$ cat src/rtl/cfgl_pkg.sv
package cfgl_pkg;

    localparam int WORD_W = 24;
    localparam int ADDR_W = 2;
    localparam int DIV_W  = WORD_W - ADDR_W;
    localparam int COMP_W = 8;
    localparam int REF_W  = WORD_W - ADDR_W - COMP_W;
    localparam int CTRL_W = WORD_W - ADDR_W;
    localparam int TEST_W = WORD_W - ADDR_W - 1;
    localparam int CNT_W  = $clog2(WORD_W + 2);

    typedef enum logic [2:0] {
        K_NONE = 3'd0,
        K_DIV  = 3'd1,
        K_COMP = 3'd2,
        K_CTRL = 3'd3,
        K_TEST = 3'd4
    } word_kind_t;

    typedef struct packed {
        logic [DIV_W-1:0]  div;
        logic [COMP_W-1:0] comp;
        logic [REF_W-1:0]  refd;
        logic [CTRL_W-1:0] ctrl;
        logic [TEST_W-1:0] test;
    } cfg_regs_t;

    function automatic word_kind_t word_kind(input logic [WORD_W-1:0] w);
        word_kind_t k;
        unique case (w[1:0])
            2'b00:   k = K_DIV;
            2'b01:   k = K_COMP;
            2'b10:   k = K_CTRL;
            default: k = w[2] ? K_NONE : K_TEST;
        endcase
        return k;
    endfunction

endpackage

$ cat src/rtl/cfgl_sync.sv
module cfgl_sync #(
    parameter int W      = 3,
    parameter int STAGES = 2
) (
    input  logic         clk,
    input  logic         rst,
    input  logic [W-1:0] async_in,
    output logic [W-1:0] lvl,
    output logic [W-1:0] rise
);
    logic [W-1:0] prev;

    for (genvar b = 0; b < W; b++) begin : g_bit
        logic [STAGES-1:0] chain;
        always_ff @(posedge clk) begin
            if (rst) chain <= '0;
            else     chain <= {chain[STAGES-2:0], async_in[b]};
        end
        assign lvl[b] = chain[STAGES-1];
    end

    always_ff @(posedge clk) begin
        if (rst) prev <= '0;
        else     prev <= lvl;
    end

    assign rise = lvl & ~prev;
endmodule

$ cat src/rtl/cfgl_shifter.sv
module cfgl_shifter
    import cfgl_pkg::*;
(
    input  logic              clk,
    input  logic              rst,
    input  logic              shift_en,
    input  logic              hold,
    input  logic              din,
    output logic [WORD_W-1:0] sr,
    output logic [CNT_W-1:0]  cnt
);
    localparam logic [CNT_W-1:0] CNT_SAT = CNT_W'(WORD_W + 1);

    always_ff @(posedge clk) begin
        if (rst) begin
            sr  <= '0;
            cnt <= '0;
        end else if (hold) begin
            cnt <= '0;
        end else if (shift_en) begin
            sr <= {sr[WORD_W-2:0], din};
            if (cnt != CNT_SAT) cnt <= cnt + 1'b1;
        end
    end
endmodule

$ cat src/rtl/cfgl_regbank.sv
module cfgl_regbank
    import cfgl_pkg::*;
(
    input  logic              clk,
    input  logic              rst,
    input  logic              load,
    input  logic [WORD_W-1:0] word,
    output cfg_regs_t         regs,
    output logic [COMP_W-1:0] staged,
    output logic              commit_pulse,
    output logic              upd_ref,
    output logic              upd_ctrl,
    output logic              upd_test
);
    word_kind_t kind;
    assign kind = word_kind(word);

    always_ff @(posedge clk) begin
        if (rst) begin
            regs         <= '0;
            staged       <= '0;
            commit_pulse <= 1'b0;
            upd_ref      <= 1'b0;
            upd_ctrl     <= 1'b0;
            upd_test     <= 1'b0;
        end else begin
            commit_pulse <= 1'b0;
            upd_ref      <= 1'b0;
            upd_ctrl     <= 1'b0;
            upd_test     <= 1'b0;
            if (load) begin
                unique case (kind)
                    K_DIV: begin
                        regs.div     <= word[WORD_W-1:ADDR_W];
                        regs.comp    <= staged;
                        commit_pulse <= 1'b1;
                    end
                    K_COMP: begin
                        staged    <= word[WORD_W-1:WORD_W-COMP_W];
                        regs.refd <= word[ADDR_W+REF_W-1:ADDR_W];
                        upd_ref   <= 1'b1;
                    end
                    K_CTRL: begin
                        regs.ctrl <= word[WORD_W-1:ADDR_W];
                        upd_ctrl  <= 1'b1;
                    end
                    K_TEST: begin
                        regs.test <= word[WORD_W-1:ADDR_W+1];
                        upd_test  <= 1'b1;
                    end
                    default: ;
                endcase
            end
        end
    end
endmodule

$ cat src/rtl/cfg_serial_loader.sv
module cfg_serial_loader
    import cfgl_pkg::*;
(
    input  logic              clk,
    input  logic              rst,
    input  logic              ser_clk,
    input  logic              ser_data,
    input  logic              ser_strobe,
    output logic [DIV_W-1:0]  div_ratio,
    output logic [COMP_W-1:0] comp_act,
    output logic [REF_W-1:0]  ref_div,
    output logic [CTRL_W-1:0] ctrl_word,
    output logic [TEST_W-1:0] test_word,
    output logic              commit_pulse,
    output logic              upd_ref,
    output logic              upd_ctrl,
    output logic              upd_test
);
    localparam int IDX_CLK = 0;
    localparam int IDX_DAT = 1;
    localparam int IDX_STB = 2;

    logic [2:0]        s_lvl, s_rise;
    logic              shift_en, load;
    logic [WORD_W-1:0] sr_q;
    logic [CNT_W-1:0]  cnt_q;
    logic [COMP_W-1:0] staged_q;
    cfg_regs_t         regs_q;

    cfgl_sync #(.W(3), .STAGES(2)) u_sync (
        .clk      (clk),
        .rst      (rst),
        .async_in ({ser_strobe, ser_data, ser_clk}),
        .lvl      (s_lvl),
        .rise     (s_rise)
    );

    assign shift_en = s_rise[IDX_CLK] & ~s_lvl[IDX_STB];

    cfgl_shifter u_shift (
        .clk      (clk),
        .rst      (rst),
        .shift_en (shift_en),
        .hold     (s_lvl[IDX_STB]),
        .din      (s_lvl[IDX_DAT]),
        .sr       (sr_q),
        .cnt      (cnt_q)
    );

    assign load = s_rise[IDX_STB] && (cnt_q == CNT_W'(WORD_W));

    cfgl_regbank u_regs (
        .clk          (clk),
        .rst          (rst),
        .load         (load),
        .word         (sr_q),
        .regs         (regs_q),
        .staged       (staged_q),
        .commit_pulse (commit_pulse),
        .upd_ref      (upd_ref),
        .upd_ctrl     (upd_ctrl),
        .upd_test     (upd_test)
    );

    assign div_ratio = regs_q.div;
    assign comp_act  = regs_q.comp;
    assign ref_div   = regs_q.refd;
    assign ctrl_word = regs_q.ctrl;
    assign test_word = regs_q.test;
endmodule

$ cat config.mk
export PLATFORM = sky130hd
export DESIGN_NAME = cfg_serial_loader
export DESIGN_NICKNAME = d
export VERILOG_FILES = /design/src/rtl/cfgl_pkg.sv /design/src/rtl/cfgl_sync.sv /design/src/rtl/cfgl_shifter.sv /design/src/rtl/cfgl_regbank.sv /design/src/rtl/cfg_serial_loader.sv
export SDC_FILE = /design/constraint.sdc
export NUM_CORES = 1
export LEC_CHECK = 0
export BUFFER_PORTS_ARGS = -buffer_cell sky130_fd_sc_hd__buf_4
export CAP_MARGIN = 20
export CORE_MARGIN = 3
export CORE_UTILIZATION = 55
export DETAILED_ROUTE_END_ITERATION = 8
export PLACE_DENSITY_LB_ADDON = 0.15
export SETUP_SLACK_MARGIN = 0.5
export SYNTH_ARGS = -nofsm -noshare
export SYNTH_HDL_FRONTEND = slang
export SYNTH_SLANG_ARGS = --single-unit
$ cat constraint.sdc
create_clock -name clk -period 1.9 [get_ports clk]
set_input_delay 0.57 -clock clk [delete_from_list [all_inputs] [get_ports clk]]
set_output_delay 0.57 -clock clk [all_outputs]
set_load 0.01 [all_outputs]
# [Yosys cells after proc, flatten, opt, wreduce, memory -nomap -nowiden]
# Index checks and enable logic that the tools add are counted.
[word_totals] register_bits=137 inputBits=5 output_inout_bits=91 elab_cells=46
[classes] addsub=1 eq_ne=8 mux=6 n_bitwise=5 reduce_logical=10
[ops] op="2-bit AND reduction" count=6
[ops] op="3-bit case mux with 3 select lines" count=1
[ops] op="3-bit by 2-bit == test with 1-bit output (second input constant)" count=2
[ops] op="5-bit by 1-bit adder with 5-bit output (second input constant)" count=1
[ops] op="5-bit == test (second input constant)" count=1
[ops] op="5-bit inequality test (second input constant)" count=1
[ops] op="1-bit 2-to-1 mux" count=4
[ops] op="2-bit OR reduction" count=2
[ops] op="3-bit bitwise AND" count=1
[ops] op="3-bit by 1-bit == test with 1-bit output (second input constant)" count=1
[ops] op="3-bit == test (second input constant)" count=1
[ops] op="3-bit 2-to-1 mux" count=1
[ops] op="3-bit NOT" count=1
[ops] op="2-bit by 1-bit == test with 1-bit output (second input constant)" count=1
[ops] op="2-bit == test (second input constant)" count=1
[ops] op="2-bit zero test" count=1
[ops] op="1-bit NOT" count=2
[ops] op="1-bit bitwise AND" count=1
[ops] op="1-bit logical AND" count=1

# [Longest topological paths before layout]
[depth] word_depth=5 depth_mapped=7

# [Hierarchy]
# Synthesis repeated with hierarchy kept, for this count alone.
[hier_totals] hier_cells=506 hier_area_um2=5372.7
[by_module_without_submodules] mod="cfgl_regbank" instances=1 cells_per_inst=346 area_each_um2=3863.7
[by_module_without_submodules] mod="cfgl_shifter" instances=1 cells_per_inst=133 area_each_um2=1206.2
[by_module_without_submodules] mod="cfgl_sync" instances=1 cells_per_inst=24 area_each_um2=277.8
[by_module_without_submodules] mod="cfg_serial_loader" instances=1 cells_per_inst=3 area_each_um2=25.0

# [Worst setup path after synthesis]
# No wires, ideal clock.
[synth_path] path_kind="register -> register" from="register u_shift.cnt[0]" to="register u_regs.regs[73] (netlist bit)" setup_time_ns=0.121 arrival_time_ns=1.529 path_slack_ns=0.251 path_stages_with_launch=8 cell_sequence="dfxtp_1 -> inv_1 -> ha_1 -> nand3b_2 -> or4_4 -> buf_6 -> buf_6 -> mux2i_1"
[synth_via] elab_chain_cells=3
[synth_lines] element="start, declared" line="cfgl_shifter.sv:10" source="output logic [CNT_W-1:0] cnt"
[synth_lines] element="start signal, assigned" line="cfgl_shifter.sv:22" source="if (cnt != CNT_SAT) cnt <= cnt + 1'b1;"
[synth_lines] element="5-bit == test" line="cfg_serial_loader.sv:50" source="assign load = s_rise[IDX_STB] && (cnt_q == CNT_W'(WORD_W));"
[synth_lines] element="1-bit logical AND" line="cfg_serial_loader.sv:50"
[synth_lines] element="2-bit AND reduction (no source line)"
[synth_lines] element="end, declared" line="cfgl_regbank.sv:8" source="output cfg_regs_t regs,"
# No other way between the ends.
# A chain may end at the register's enable or synchronous reset.

# [Final worst setup path]
[layout_path] from="register u_shift.cnt[0]" to="register u_regs.regs[69] (netlist bit)"
# The elaborated chain is that of the path after synthesis.

==> results.sh <==
export IMPL_max_vdd_ir_drop_v=0.000642
export IMPL_max_cap_viol_count=0
export IMPL_syn_nets=514
export IMPL_drt_iter0_markers=244
export IMPL_total_power_w=0.00625
export IMPL_cts_htree_levels=4
export IMPL_critPathRequiredTime_ns=2.32
export IMPL_syn_avg_cell_area_um2=10.4
export IMPL_syn2layout_area_growth_pct=46.5
export IMPL_antenna_found_initial=0
export IMPL_hold_end="u_sync.g_bit[1].chain[0]"
export IMPL_skew_ns=0.00938
export IMPL_ys_flop_type="dfxtp_1"
export IMPL_yosysTopAreaCellShare_pct=52.0
export IMPL_setup_tns_ns=0
export IMPL_cts_buffer_depth=2
export IMPL_async_flop_share_pct=0
export IMPL_die_w_um=104
export IMPL_r2r_end="u_regs.regs[69]"
export IMPL_dieArea_um2=10700
export IMPL_grt_pass1_vias=4081
export IMPL_drv_slew=0
export IMPL_final_layout_size_suffix_gt1_share_pct=46.5
export IMPL_place_congestion=0.755
export IMPL_rsz0062_at_grt="true"
export IMPL_cts_tree="built"
export IMPL_holdBufCountCts=0
export IMPL_port_buffers=95
export IMPL_coreArea_um2=8980
export IMPL_arrival_ns=2.07
export IMPL_synth_edf_count=0
export IMPL_synth_area_um2=5240
export IMPL_grt_overflow_total=0
export IMPL_dr_pass1_iters=7
export IMPL_reg2reg_from="u_shift.cnt[0]"
export IMPL_rows=34
export IMPL_max_slew_worst_pin_slew_ns=0.450
export IMPL_nNetsFinal=659
export IMPL_slew_headroom_pct=69.7
export IMPL_yosysMostFrequentCell="dfxtp_1"
export IMPL_p_leak_nw=3.51
export IMPL_ios=96
export IMPL_grt_max_degree=91
export IMPL_vias=4249
export IMPL_synth_seq_cells=136
export IMPL_crit_path_start_kind="flop"
export IMPL_fmax_ghz=0.607
export IMPL_synth_seq_area_share_pct=52.0
export IMPL_cp_end_kind="flop"
export IMPL_yosys_area_top_type="dfxtp_1"
export IMPL_drt_total_wl_um=14700
export IMPL_min_path_cells=2
export IMPL_wl_per_cell_um=18.6
export IMPL_setup_violations=0
export IMPL_grt_pass1_wl_um=21600
export IMPL_status="finished, final reports clean"
export IMPL_holdCritStartpoint="ser_data"
export IMPL_grt_util_all_layers_pct=24.9
export IMPL_timing_final_crit_share_pct=86.7
export IMPL_ff2ff_path_depth=5
export IMPL_r2r_setup_slack_ns=0.25
export IMPL_p_per_area_nw_per_um2=814
export IMPL_n_antenna_cell=0
export IMPL_viasPerCell=5.39
export IMPL_worstSkewPairLatency_ns=0.51
export IMPL_cts_sinks=136
export IMPL_synthTopCellsByArea="dfxtp_1 52%, mux2i_1 19%, nand2b_1 14%"
export IMPL_cts_reportedPaths_clkPinSlew_ns=0.06
export IMPL_synth_common_cells="136 x dfxtp_1, 119 x nand2b_1, 97 x mux2i_1"
export IMPL_ys_warn_count=0
export IMPL_ant_nets=0
export IMPL_timing_critical_path_fanout_max=7
export IMPL_synthCells=506
export IMPL_numCtsBuffers=17
export IMPL_hpwl_um=7310
export IMPL_critical_path_class="reg -> reg"
export IMPL_hold_class="in -> reg"
export IMPL_ys_types=30
export IMPL_period_minus_slack_ns=1.65
export IMPL_hold_violations=0
export IMPL_initial_core_util_pct=58.4
export IMPL_die_h_um=104
export IMPL_drc=0
export IMPL_cts_root_buf="clkbuf_8"
[critical path, cell delays in order (launching register included)]
cell,delay [ns]
dfxtp_4,0.35
inv_4,0.06
ha_4,0.15
nand3b_4,0.13
or4_4,0.64
mux2i_1,0.23
[kinds of logic after synthesis]
| logic type | count (synthesis) | share of synthesized area [%] |
|---|---|---|
| adder cells (fa/ha/maj) | 3 | 0.717 |
| buffers and inverters | 35 | 3.10 |
| flip-flops | 136 | 52.0 |
| AND/OR/NAND/NOR | 206 | 22.8 |
| AO/OA/AOI/OAI | 29 | 2.91 |
| multiplexers | 97 | 18.5 |
[how the worst max path moves through the flow]
| stage | start | to | slack, ns |
|---|---|---|---|
| after floorplan | u_shift.cnt[0] | u_regs.regs[73] | 0.32 |
| after global placement | u_shift.cnt[0] | u_regs.regs[74] | 0.22 |
| after detailed placement | u_shift.cnt[0] | u_regs.regs[57] | 0.16 |
| after CTS | u_shift.cnt[0] | u_regs.regs[80] | 0.30 |
| after global routing | u_shift.cnt[0] | u_regs.commit_pulse | 0.21 |
| final | u_shift.cnt[0] | u_regs.regs[69] | 0.25 |
[flip-flops by register name (all words and copies together), names as in the netlist]
name / count
u_regs.upd_test: 1
u_regs.upd_ctrl: 1
u_regs.commit_pulse: 1
u_regs.staged: 8
u_shift.cnt: 5
u_regs.regs: 87
u_shift.sr: 24
u_regs.upd_ref: 1
u_sync.prev: 2
u_sync.g_bit.chain: 6
[where the power goes]
part	total (W)	internal [W]	leakage, nW	switching (W)
clock network	0.00324	0.00201	0.291	0.00123
logic	0.000152	0.0000745	2.07	0.0000778
registers	0.00286	0.00285	1.15	0.00000788
[final cells by class]
type | count | area, um2
inverter | 3 | 13.8
clock buffer | 21 | 469
fill | 434 | 1300
tap | 126 | 158
clock inverter | 10 | 118
multi-input combinational | 341 | 2530
timing repair buffer | 152 | 1540
sequential | 136 | 2860
[layer usage]
metal	GRT usage, %	vias up	part of all wire [%]
li1	-	1978	-
met1	31.3	2089	41
met2	43.4	165	53
met3	4.91	17	4.6
met4	7.79	0	1.3
met5	0	-	0
[stage by stage]
stage / setup WS [ns] / cell area (um2) / hold slack, ns / instances / util [%]
4_1_cts: 0.305 / 7340 / 0.258 / 753 / 81.8
2_1_floorplan: 0.317 / 5330 / 0.412 / 506 / -
3_5_place_dp: 0.158 / 6090 / 0.424 / 703 / 67.9
5_1_grt: 0.207 / 7680 / 0.269 / 789 / 85.5
3_3_place_gp: 0.224 / 6090 / 0.417 / 703 / 67.9
6_report: 0.252 / 7680 / 0.270 / 789 / 85.5
[what timing repair did]
item                       4_1_cts  5_1_grt
setup endpoints to repair      179      188
buffers inserted                14       34
pin swaps                        7        7
cloned                           5        2
resized for setup              198       16
[placed cells by master (no fill, tap or decap), types with 2 or more instances in the layout]
cell type	count
or4_4	4
dfxtp_4	4
nand3b_4	4
a21oi_1	25
clkinv_2	3
dfxtp_1	37
nor4_1	2
bufinv_16	2
buf_4	54
clkbuf_16	16
clkinv_4	2
nor3_2	2
inv_6	2
or3_1	3
nand2b_1	119
ha_1	2
nor3_4	3
clkbuf_8	5
o31ai_1	2
buf_6	95
or3_4	2
nor2b_1	8
nand2_1	54
buf_12	3
nand3_1	3
dfxtp_2	95
mux2i_2	4
mux2i_1	93
No activity file was read; power rests on OpenSTA's default activity.
